## src/rtl/xip_mmio_arb_pkg.sv

```systemverilog
package xip_mmio_arb_pkg;
  typedef enum logic [1:0] {
    RESP_IDLE = 2'd0,
    RESP_OK   = 2'd1,
    RESP_WAIT = 2'd2,
    RESP_ERR  = 2'd3
  } acc_resp_e;
endpackage

```

## src/rtl/xm_ready_timer.sv

```systemverilog
module xm_ready_timer #(
  parameter int unsigned RST_CYCLES = 20
) (
  input  logic clk_i,
  input  logic rst_ni,
  input  logic enable_i,
  output logic ready_o
);
  if (RST_CYCLES == 0) begin : g_nodelay
    assign ready_o = enable_i;
  end else begin : g_count
    localparam int unsigned CW = $clog2(RST_CYCLES + 1);
    localparam logic [CW-1:0] LIMIT = CW'(RST_CYCLES);
    logic [CW-1:0] cnt_q;

    always_ff @(posedge clk_i or negedge rst_ni) begin
      if (!rst_ni)            cnt_q <= '0;
      else if (!enable_i)     cnt_q <= '0;
      else if (cnt_q != LIMIT) cnt_q <= cnt_q + 1'b1;
    end

    assign ready_o = enable_i && (cnt_q == LIMIT);
  end
endmodule

```

## src/rtl/xm_arb_core.sv

```systemverilog
module xm_arb_core (
  input  logic clk_i,
  input  logic rst_ni,
  input  logic enable_i,
  input  logic ready_i,
  input  logic arb_mode_i,
  input  logic eng_busy_i,
  input  logic xip_req_i,
  input  logic mmio_req_i,
  input  logic mmio_last_i,
  output logic xip_gnt_o,
  output logic mmio_gnt_o,
  output logic busy_o,
  output logic mode_o,
  output logic mmio_own_o
);
  logic mode_q, own_q;
  logic mmio_start;

  // new MMIO sequence: engine idle and, when arbitrating, no XIP pending
  assign mmio_start = !eng_busy_i && (!mode_q || !xip_req_i);
  assign mmio_gnt_o = ready_i && mmio_req_i && (own_q || mmio_start);
  assign xip_gnt_o  = ready_i && mode_q && xip_req_i && !own_q;
  assign busy_o     = own_q || eng_busy_i || xip_gnt_o || mmio_gnt_o;

  always_ff @(posedge clk_i or negedge rst_ni) begin
    if (!rst_ni)        own_q <= 1'b0;
    else if (!enable_i) own_q <= 1'b0;
    else if (mmio_gnt_o) own_q <= !mmio_last_i;
  end

  always_ff @(posedge clk_i or negedge rst_ni) begin
    if (!rst_ni)      mode_q <= 1'b0;
    else if (!busy_o) mode_q <= arb_mode_i;
  end

  assign mode_o     = mode_q;
  assign mmio_own_o = own_q;
endmodule

```

## src/rtl/xm_fifo_guard.sv

```systemverilog
module xm_fifo_guard
  import xip_mmio_arb_pkg::*;
(
  input  logic      acc_i,
  input  logic      rd_i,
  input  logic      rx_empty_i,
  input  logic      tx_full_i,
  input  logic      stall_mode_i,
  output acc_resp_e resp_o
);
  logic blocked;
  assign blocked = rd_i ? rx_empty_i : tx_full_i;

  always_comb begin
    if (!acc_i)            resp_o = RESP_IDLE;
    else if (!blocked)     resp_o = RESP_OK;
    else if (stall_mode_i) resp_o = RESP_WAIT;
    else                   resp_o = RESP_ERR;
  end
endmodule

```

## src/rtl/xip_mmio_arb.sv

```systemverilog
module xip_mmio_arb
  import xip_mmio_arb_pkg::*;
#(
  parameter int unsigned RST_CYCLES = 20
) (
  input  logic clk_i,
  input  logic rst_ni,
  input  logic enable_i,
  input  logic arb_mode_i,
  input  logic stall_mode_i,
  output logic if_ready_o,
  output logic busy_o,
  input  logic eng_busy_i,
  input  logic xip_req_i,
  output logic xip_gnt_o,
  output logic xip_err_o,
  input  logic mmio_cmd_req_i,
  input  logic mmio_cmd_last_i,
  output logic mmio_cmd_gnt_o,
  input  logic mmio_acc_i,
  input  logic mmio_acc_rd_i,
  input  logic rx_empty_i,
  input  logic tx_full_i,
  output logic mmio_acc_ok_o,
  output logic mmio_acc_wait_o,
  output logic mmio_acc_err_o
);
  logic      ready;
  logic      mode_q;
  logic      mmio_own_q;
  acc_resp_e resp;

  xm_ready_timer #(.RST_CYCLES(RST_CYCLES)) i_timer (
    .clk_i    (clk_i),
    .rst_ni   (rst_ni),
    .enable_i (enable_i),
    .ready_o  (ready)
  );

  xm_arb_core i_core (
    .clk_i       (clk_i),
    .rst_ni      (rst_ni),
    .enable_i    (enable_i),
    .ready_i     (ready),
    .arb_mode_i  (arb_mode_i),
    .eng_busy_i  (eng_busy_i),
    .xip_req_i   (xip_req_i),
    .mmio_req_i  (mmio_cmd_req_i),
    .mmio_last_i (mmio_cmd_last_i),
    .xip_gnt_o   (xip_gnt_o),
    .mmio_gnt_o  (mmio_cmd_gnt_o),
    .busy_o      (busy_o),
    .mode_o      (mode_q),
    .mmio_own_o  (mmio_own_q)
  );

  xm_fifo_guard i_guard (
    .acc_i        (mmio_acc_i),
    .rd_i         (mmio_acc_rd_i),
    .rx_empty_i   (rx_empty_i),
    .tx_full_i    (tx_full_i),
    .stall_mode_i (stall_mode_i),
    .resp_o       (resp)
  );

  assign if_ready_o      = ready;
  assign xip_err_o       = xip_req_i && !enable_i;
  assign mmio_acc_ok_o   = (resp == RESP_OK);
  assign mmio_acc_wait_o = (resp == RESP_WAIT);
  assign mmio_acc_err_o  = (resp == RESP_ERR);
endmodule

```

## config.mk

```make
export PLATFORM = sky130hd
export DESIGN_NAME = xip_mmio_arb
export DESIGN_NICKNAME = d
export VERILOG_FILES = /design/src/rtl/xip_mmio_arb_pkg.sv /design/src/rtl/xm_ready_timer.sv /design/src/rtl/xm_arb_core.sv /design/src/rtl/xm_fifo_guard.sv /design/src/rtl/xip_mmio_arb.sv
export SDC_FILE = /design/constraint.sdc
export NUM_CORES = 1
export LEC_CHECK = 0
export BUFFER_PORTS_ARGS = -buffer_cell sky130_fd_sc_hd__buf_2
export CORE_AREA = 2 2 39 41
export CTS_BUF_LIST = sky130_fd_sc_hd__clkbuf_4
export DETAILED_ROUTE_END_ITERATION = 10
export DIE_AREA = 0 0 41 43
export GPL_ROUTABILITY_DRIVEN = 0
export GPL_TIMING_DRIVEN = 1
export PLACE_DENSITY = 0.65
export SETUP_SLACK_MARGIN = 0.2
export SLEW_MARGIN = 20
export SYNTH_ARGS = -nofsm -noshare
export SYNTH_HDL_FRONTEND = slang
export SYNTH_SLANG_ARGS = --single-unit
```

## constraint.sdc

```tcl
create_clock -name clk_i -period 1.3 [get_ports clk_i]
set_clock_uncertainty 0.05 [all_clocks]
set_input_delay 0.195 -clock clk_i [delete_from_list [all_inputs] [get_ports clk_i]]
set_output_delay 0.195 -clock clk_i [all_outputs]
set_load 0.03 [all_outputs]
```

==> results of run 1 <==
[worst min-delay path by stage]
stage	end	cells past startpoint	slack, ps	startpoint
5_1_grt	i_core.mmio_own_o	2	70	mmio_cmd_last_i
6_report	i_core.mmio_own_o	2	70	mmio_cmd_last_i
2_1_floorplan	i_core.mmio_own_o	0	-150	rst_ni
3_3_place_gp	i_timer.g_count.cnt_q[4]	1	-10	rst_ni
4_1_cts	i_core.mmio_own_o	2	70	mmio_cmd_last_i
3_5_place_dp	i_timer.g_count.cnt_q[0]	1	-10	rst_ni
[where the power goes]
part / internal, mW / switching, mW
registers: 0.229 / 0.00949
clock network: 0.138 / 0.0777
logic: 0.0857 / 0.0915
[kinds of logic after synthesis]
kind of cell / share of synthesized area (%)
AO/OA/AOI/OAI: 23.14
buffers and inverters: 5.053
adder cells (fa/ha/maj): 5.318
XOR/XNOR: 1.862
AND/OR/NAND/NOR: 25.00
flip-flops: 37.23
multiplexers: 2.393
[state kept, by name, indices dropped and copies added (netlist names)]
| name | count |
|---|---|
| i_timer.g_count.cnt_q | 5 |
| i_core.mmio_own_o | 1 |
| i_core.mode_o | 1 |
[layout make-up]
cell class,count,area [um2]
clock buffers,4,30.03
fillers,123,515.5
inverters,5,18.77
multi-input cells,41,366.6
flip-flops and latches,7,175.2
well taps,16,20.02
repair buffers,33,257.7
[per-stage QoR]
step | instances | power (mW) | util (%)
2_1_floorplan | 54 | 0.3120 | -
3_3_place_gp | 97 | 0.3661 | 49.46
3_5_place_dp | 97 | 0.3710 | 49.46
4_1_cts | 105 | 0.6266 | 60.40
5_1_grt | 106 | 0.6728 | 62.75
6_report | 106 | 0.6315 | 62.75
[per-layer routing]
metal / share of wire (%) / track usage (%) / wire length [um]
met1: 41 / 24.08 / 563
met5: 0 / 0 / 0
met4: 2.4 / 10.00 / 33
met2: 54 / 28.75 / 736
met3: 2.8 / 3.141 / 38
[synth_stat cells]
master	count
a211o_1	1
a211oi_2	1
a21oi_1	2
a21oi_2	1
a31oi_1	1
a41oi_2	1
and3_1	1
and4b_4	1
buf_2	1
dfrtp_1	7
ha_1	2
inv_1	5
mux2_2	1
nand2_1	5
nand3_1	4
nand3b_1	1
nand4b_1	1
nor2_1	7
nor2b_1	1
nor3_1	2
o2111ai_1	1
o211ai_1	1
o21a_1	1
o21ai_0	3
o31ai_1	1
xor2_1	1
[critical path, stage by stage (launching register included)]
cell and delay, ps:
dfrtp_1 390, inv_2 90, ha_4 140, and4b_4 250, nand2_4 80, o21ai_4 130, buf_6 140
[what timing repair did]
action	in CTS	in global routing
hold endpoints to repair	7	0
resized for setup	23	5
setup endpoints to repair	14	14
pin swaps	4	3
hold buffers	1	0
setup buffers	3	1
==> results.md, run 1 <==
- Status: complete, but fails checks
- Failing checks: negative setup slack
- Port bufs: 20
- Clk root buf: clkbuf_4
- Final nets: 106
- Register area share after synthesis: 37.23%
- Setup crit start: i_timer.g_count.cnt_q[0]
- Design Area, Final: 868.3 um2
- Initial antenna violation count: 0
- Die Wd: 41 um
- Clock Tree Buf Depth: 2
- Via density: 5.142
- Final Hold Slack: 71.67 ps
- DR iter-0 viols: 0
- Reg2Reg Depth: 6
- Share of the synthesized area in the top cell type: 37.23%
- Post-route minimum period: 1715 ps
- Critical path capture point type: output pin
- Fin crit share: 131.9%
- YS warnings: 0
- Max Cap Viol: 0
- Dpl hpwl: 1013 um
- Pre-CTS setup slack: -246.9 ps
- Slew Limit Fails: 0
- Startpoint Class: flip-flop
- FP Rows: 14
- Total gr overflow: 0
- R2r setup slk: -120 ps
- Die area: 1763 um2
- Vias in the first global route: 532
- Cell Area, Synth: 470.5 um2
- Num ports: 21
- Reg2reg end: i_timer.g_count.cnt_q[3]
- Required @ worst endpoint: 1050 ps
- TritonCTS Sinks: 7
- Minimum setup slack in the final design: -415.0 ps
- Routed WL: 1371 um
- Synth Register Bits: 7
- DR DRC count: 0
- Reg-to-Reg Start: i_timer.g_count.cnt_q[0]
- Core ar.: 1384 um2
- Synth Instances: 54
- CP max FO: 4
- Clock transition at path regs: 50 ps
- CTS tree: built
- Skew-Pair Late Insertion Delay: 250 ps
- Hold Vio Cnt, Final: 0
- Number of diodes: 0
- Share of cells above drive strength 1: 61.11%
- Synthesized area per cell: 8.712 um2
- RSZ-0062 raised after global routing: yes
- Cell Area, Placed: 684.4 um2
- Post-DRT Antenna Nets: 0
- Drt wl/cell: 12.93 um
- First-pass GRT wire length: 2187 um
- Most frequent cells in the layout: 12 x buf_2, 10 x buf_6, 10 x buf_4, 7 x dfrtp_1, 5 x nor2_1
- Dominant cell type by area after synthesis: dfrtp_1
- CTS buffer count: 3
- Commonest non-fill, non-tap cell in the layout: buf_2
- Final setup fails: 9
- Leak Pwr: 0.4040 nW
- P&R area growth vs syn: 84.57%
- Vias: 545
- DR pass1 iterations: 1
- Unique cell type count in the Yosys netlist: 26
- Worst setup path class: flip-flop to output pin
- Worst Path Arrival: 1470 ps
- H-tree depth: 1
- Initial core utilization: 34.00%
- Die Span Y: 43 um
- Tightest Hold Check Type: input port to flip-flop
- Peak supply drop: 0.5595 mV
- Slew HR: 81.41%
- Largest net degree at the start of global routing: 8
- Setup TNS: -1837 ps
- PD cells: 727.3 nW/um2
- Synthesized Nets: 69
- Main area contributors after synthesis: dfrtp_1 37%, nor2_1 5.6%, ha_1 5.3%, nand3_1 4.3%, inv_1 4.0%
- Max Freq: 583.1 MHz
- GRT Overall Usage: 18.80%
- Worst setup path end: busy_o
- Worst-margin pin slew: 277.9 ps
Power figures use the tool's default switching activity.
==> run 2, diff against run 1 <==
- CTS_CLUSTER_SIZE: not set -> 25
- RECOVER_POWER: not set -> 50
==> run 2 against run 1 <==
The flow still finishes with violations (negative setup slack). Die area unchanged. Clock power about the same. Combinational power about the same. Wire length unchanged. Register-to-register slack about the same. Flip-flop and latch count unchanged. Design area down 0.14%. Power about the same.
==> results.md, run 2 (synthesis gave the netlist of run 1 again) <==
- Minimum setup slack in the final design: -415.0 ps (unchanged)
- Failing checks: negative setup slack
- Largest register by flop count: i_timer.g_count.cnt_q
- Post-Layout Cell Count: 106 (unchanged)
- Design Area, Final: 867.1 um2 (-0.14%)
- Startpoint Class: flip-flop
- Worst setup path class: flip-flop to output pin
- P&R area growth vs syn: 84.31%
- GRT Overall Usage: 18.80% (unchanged)
- Worst-margin pin slew: 369.9 ps (+92.06 ps)
- Clock transition at path regs: 50 ps (about the same)
- Max Cap Viol: 0 (unchanged)
- Tot Pwr: 0.6311 mW (about the same)
- Dpl hpwl: 1013 um (unchanged)
- Worst Min Path Start: mmio_cmd_last_i
- Final setup fails: 9 (unchanged)
- Status: complete, but fails checks
- Commonest non-fill, non-tap cell in the layout: buf_2
- WHS Path Cells: 2 (unchanged)
- DR pass1 iterations: 1 (unchanged)
- Pre-CTS setup slack: -246.9 ps (unchanged)
- Routed WL: 1371 um (unchanged)
- Setup TNS: -1837 ps (unchanged)
- Dpl cells: 97 (unchanged)
- Peak supply drop: 0.5594 mV (about the same)
- Final Hold Slack: 71.67 ps (unchanged)
- Worst Path Arrival: 1470 ps (about the same)
- Leak Pwr: 0.4013 nW (-0.68%)
- Die area: 1763 um2 (unchanged)
- CTS tree: built
- Vias: 545 (unchanged)
- Required @ worst endpoint: 1050 ps (about the same)
- First-pass GRT wire length: 2187 um (unchanged)
- DR DRC count: 0 (unchanged)
- R2r setup slk: -120 ps (about the same)
- Max reg flops: 5 (unchanged)
- WHS Endpoint: i_core.mmio_own_o
- Final core utilization: 62.66% (-0.090 points)
- Reg2reg end: i_timer.g_count.cnt_q[3]
- Initial core utilization: 34.00% (unchanged)
- Most frequent cells in the layout: 11 x buf_2, 10 x buf_6, 10 x buf_4, 7 x dfrtp_1, 5 x nor2_1
- Core ar.: 1384 um2 (unchanged)
- Die Span Y: 43 um (unchanged)
- PD cells: 727.9 nW/um2 (about the same)
- Number of diodes: 0 (unchanged)
- Slew HR: 75.34% (-6.1 points)
- H-tree depth: 1 (unchanged)
- Slew Limit Fails: 0 (unchanged)
- Post-DRT Antenna Nets: 0 (unchanged)
- Port bufs: 20 (unchanged)
- Critical path capture point type: output pin
- Num ports: 21 (unchanged)
- DR iter-0 viols: 0 (unchanged)
- Drt wl/cell: 12.93 um (unchanged)
- Final nets: 106 (unchanged)
- Via density: 5.142 (unchanged)
- Vias in the first global route: 532 (unchanged)
- Post-route minimum period: 1715 ps (unchanged)
- Tightest Hold Check Type: input port to flip-flop
- Max Freq: 583.1 MHz (unchanged)
- Cell Area, Placed: 684.4 um2 (unchanged)
- Skew-Pair Late Insertion Delay: 250 ps (about the same)
- Clk root buf: clkbuf_4
- FP Rows: 14 (unchanged)
- Fin crit share: 131.9% (unchanged)
- CTS buffer count: 3 (unchanged)
- Initial antenna violation count: 0 (unchanged)
- TritonCTS Sinks: 7 (unchanged)
- Total gr overflow: 0 (unchanged)
- Largest net degree at the start of global routing: 8 (unchanged)
- Share of cells above drive strength 1: 60.00% (-1.1 points)
- RSZ-0062 raised after global routing: yes
- Reg2Reg Depth: 6 (unchanged)
- Reg-to-Reg Start: i_timer.g_count.cnt_q[0]
- CP max FO: 4 (unchanged)
- Hold Vio Cnt, Final: 0 (unchanged)
- Die Wd: 41 um (unchanged)
- Setup crit start: i_timer.g_count.cnt_q[0]
- Clock Tree Buf Depth: 2 (unchanged)
[run 2: changes by cell type in the layout (fill, tap and decap cells not counted)]
| cell | change |
|---|---|
| clkbuf_1 | +1 |
| buf_2 | -1 |
[run 2: repair_timing]
| item | 4_1_cts | 5_1_grt |
|---|---|---|
| buffers inserted | 3 | 1 |
| hold buffers | 1 | 0 |
| gates resized for setup | 23 | 5 |
| setup endpoints to repair | 14 | 14 |
| pin swaps | 4 | 3 |
| gates cloned | 0 | 0 |
| endpoints found under the hold margin | 7 | 0 |
[run 2: metal layers]
layer	global-route usage [%]	routed length [um]
met3	3.141	38
met1	24.08	563
met4	10.00	33
met2	28.75	736
met5	0	0
[run 2: worst max path at each step]
stage                 to  cells after the start
2_1_floorplan  xip_gnt_o                      5
6_report          busy_o                      6
4_1_cts        xip_gnt_o                      6
5_1_grt        xip_gnt_o                      6
3_5_place_dp      busy_o                      6
3_3_place_gp      busy_o                      6
[run 2: power by group]
part	internal [mW]	switching [mW]
registers	0.229	0.00949
clock network	0.138	0.0777
logic	0.0853	0.0916
[run 2: final cells by class]
| type | instances | area, um2 |
|---|---|---|
| clock buffer | 4 | 30.03 |
| timing repair buffer | 33 | 256.5 |
| sequential | 7 | 175.2 |
| inverter | 5 | 18.77 |
| tap | 16 | 20.02 |
| multi-input combinational | 41 | 366.6 |
| fill | 124 | 516.7 |
[run 2: worst max-delay path: stages, from the launching register on]
cell and delay (ps):
dfrtp_1 390, inv_2 90, ha_4 140, and4b_4 250, nand2_4 80, o21ai_4 130, buf_6 140
==> run 3, diff against run 2 <==
- RECOVER_POWER: 50 -> not set
- TNS_END_PERCENT: not set -> 5
==> run 3 against run 2 <==
The flow still finishes with violations (negative setup slack). Register-to-register slack is essentially flat. Combinational power shrank 5%. First-iteration DRC count grew 8. Setup slack gained 15 ps. Clock power shrank 2%. Sequential power is essentially flat. Final cell count shrank 0.94%. Largest power group unchanged.
==> results.md, run 3 (synthesis gave the netlist of run 1 again) <==
- Skew-Pair Late Insertion Delay: 240 ps (about the same)
- Critical path capture point type: output pin
- Leak Pwr: 0.3948 nW (-1.6%)
- Design Area, Final: 840.8 um2 (-3.0%)
- P&R area growth vs syn: 78.72%
- DR DRC count: 0 (unchanged)
- Slew HR: 80.41% (+5.1 points)
- Cell Area, Placed: 679.4 um2 (-0.73%)
- RSZ-0062 raised after global routing: yes
- GRT Overall Usage: 16.16% (-2.6 points)
- Most frequent cells in the layout: 12 x buf_2, 11 x buf_4, 8 x buf_6, 7 x dfrtp_1, 5 x nor2_1
- Minimum setup slack in the final design: -400.3 ps (+14.71 ps)
- FP Rows: 14 (unchanged)
- Tightest Hold Check Type: input port to flip-flop
- Hold Vio Cnt, Final: 0 (unchanged)
- Dpl cells: 97 (unchanged)
- CTS tree: built
- Initial antenna violation count: 0 (unchanged)
- Largest register by flop count: i_timer.g_count.cnt_q
- Largest net degree at the start of global routing: 8 (unchanged)
- Number of diodes: 0 (unchanged)
- Initial core utilization: 34.00% (unchanged)
- Routed WL: 1268 um (-7.5%)
- Failing checks: negative setup slack
- Peak supply drop: 0.4894 mV (-13%)
- Worst Path Arrival: 1460 ps (about the same)
- Die Wd: 41 um (unchanged)
- Max reg flops: 5 (unchanged)
- FF/Latch Area: 175.2 um2 (unchanged)
- Clock Tree Buf Depth: 2 (unchanged)
- Dpl hpwl: 955.8 um (-5.6%)
- DR pass1 iterations: 4 (+3)
- Drt wl/cell: 12.08 um (-6.6%)
- Final setup fails: 8 (-1)
- Port bufs: 20 (unchanged)
- CTS buffer count: 3 (unchanged)
- Final nets: 105 (-0.94%)
- Multi-input logic area: 354.1 um2 (-3.4%)
- Vias: 537 (-1.5%)
- Fin crit share: 130.8% (-1.1 points)
- TritonCTS Sinks: 7 (unchanged)
- Post-route minimum period: 1700 ps (-14.71 ps)
- Core ar.: 1384 um2 (unchanged)
- First-pass GRT wire length: 1904 um (-13%)
- Required @ worst endpoint: 1050 ps (about the same)
- Commonest non-fill, non-tap cell in the layout: buf_2
- PD cells: 736.0 nW/um2 (+1.1%)
- Clk root buf: clkbuf_4
- CP max FO: 4 (unchanged)
- Die area: 1763 um2 (unchanged)
- Post-DRT Antenna Nets: 0 (unchanged)
- Die Span Y: 43 um (unchanged)
- Post-Layout Cell Count: 105 (-0.94%)
- H-tree depth: 1 (unchanged)
- Via density: 5.114 (-0.53%)
- Worst-margin pin slew: 292.7 ps (-77.22 ps)
- Total gr overflow: 0 (unchanged)
- FILL cells: 122 (-1.6%)
- Startpoint Class: flip-flop
- Status: complete, but fails checks
- Vias in the first global route: 482 (-9.4%)
- Clock transition at path regs: 50 ps (about the same)
- Final core utilization: 60.76% (-1.9 points)
- DR iter-0 viols: 8 (+8)
- Num ports: 21 (unchanged)
- Max Freq: 588.1 MHz (+0.87%)
- Slew Limit Fails: 0 (unchanged)
- Share of cells above drive strength 1: 59.55% (-0.45 points)
- Worst setup path class: flip-flop to output pin
- Max Cap Viol: 0 (unchanged)
==> run 3: stage by stage <==
stage	TNS (ps)	worst slack (ps)	hold slack (ps)	power [mW]
floorplan	-780.9	-216.1	-150.6	0.3104
global placement	-1106	-211.0	-17.43	0.3661
detailed placement	-1229	-236.7	-16.50	0.3686
CTS	-1786	-404.8	67.55	0.6174
global route	-2433	-482.3	67.33	0.6598
finish	-1808	-400.3	73.96	0.6188
==> run 3: path summary, 6_finish.rpt <==
kind | start | endpoint | slack (ps) | cells after the start
setup / recovery | i_timer.g_count.cnt_q[0] | xip_gnt_o | -400 | 6
hold / removal | mmio_cmd_last_i | i_core.mmio_own_o | 70 | 2
setup reg to reg | i_timer.g_count.cnt_q[0] | i_timer.g_count.cnt_q[3] | -120 | 6
hold reg to reg | i_timer.g_count.cnt_q[1] | i_timer.g_count.cnt_q[1] | 560 | 2
max in group asynchronous | rst_ni | i_core.mmio_own_o | 790 | 2
min in group asynchronous | rst_ni | i_timer.g_count.cnt_q[4] | 250 | 2
==> run 3: worst max-delay path, cell delays in order, from the launching register on <==
cell     delay (ps)
dfrtp_1         390
inv_2            80
ha_4            140
and4b_4         250
nand2_4          80
nor3_4          120
buf_6           150
==> run 3: where the power goes <==
part           internal (mW)  total (mW)  switching, mW
clock network          0.137       0.210         0.0722
logic                 0.0808       0.169         0.0885
registers              0.230       0.240         0.0103
==> run 3: repair_timing <==
action / CTS / global route
gates resized for setup: 21 / 8
endpoints found under the setup margin: 14 / 14
pin swaps: 8 / 3
buffers inserted: 2 / 1
hold buffers: 1 / 0
endpoints found under the hold margin: 7 / 0
==> run 3: layout make-up <==
class                           count  area share (%)
Sequential cell                     7           20.83
Multi-Input combinational cell     41           42.11
Inverter                            5           2.232
Timing Repair Buffer               32           28.87
Clock buffer                        4           3.571
Tap cell                           16           2.381
==> run 3: metal layers <==
| layer | vias to the layer above | wire, um | track usage, % |
|---|---|---|---|
| met5 | - | 0 | 0 |
| met4 | 0 | 8 | 10.00 |
| met3 | 2 | 56 | 3.141 |
| met2 | 18 | 675 | 23.75 |
| met1 | 254 | 526 | 20.74 |
| li1 | 263 | - | - |
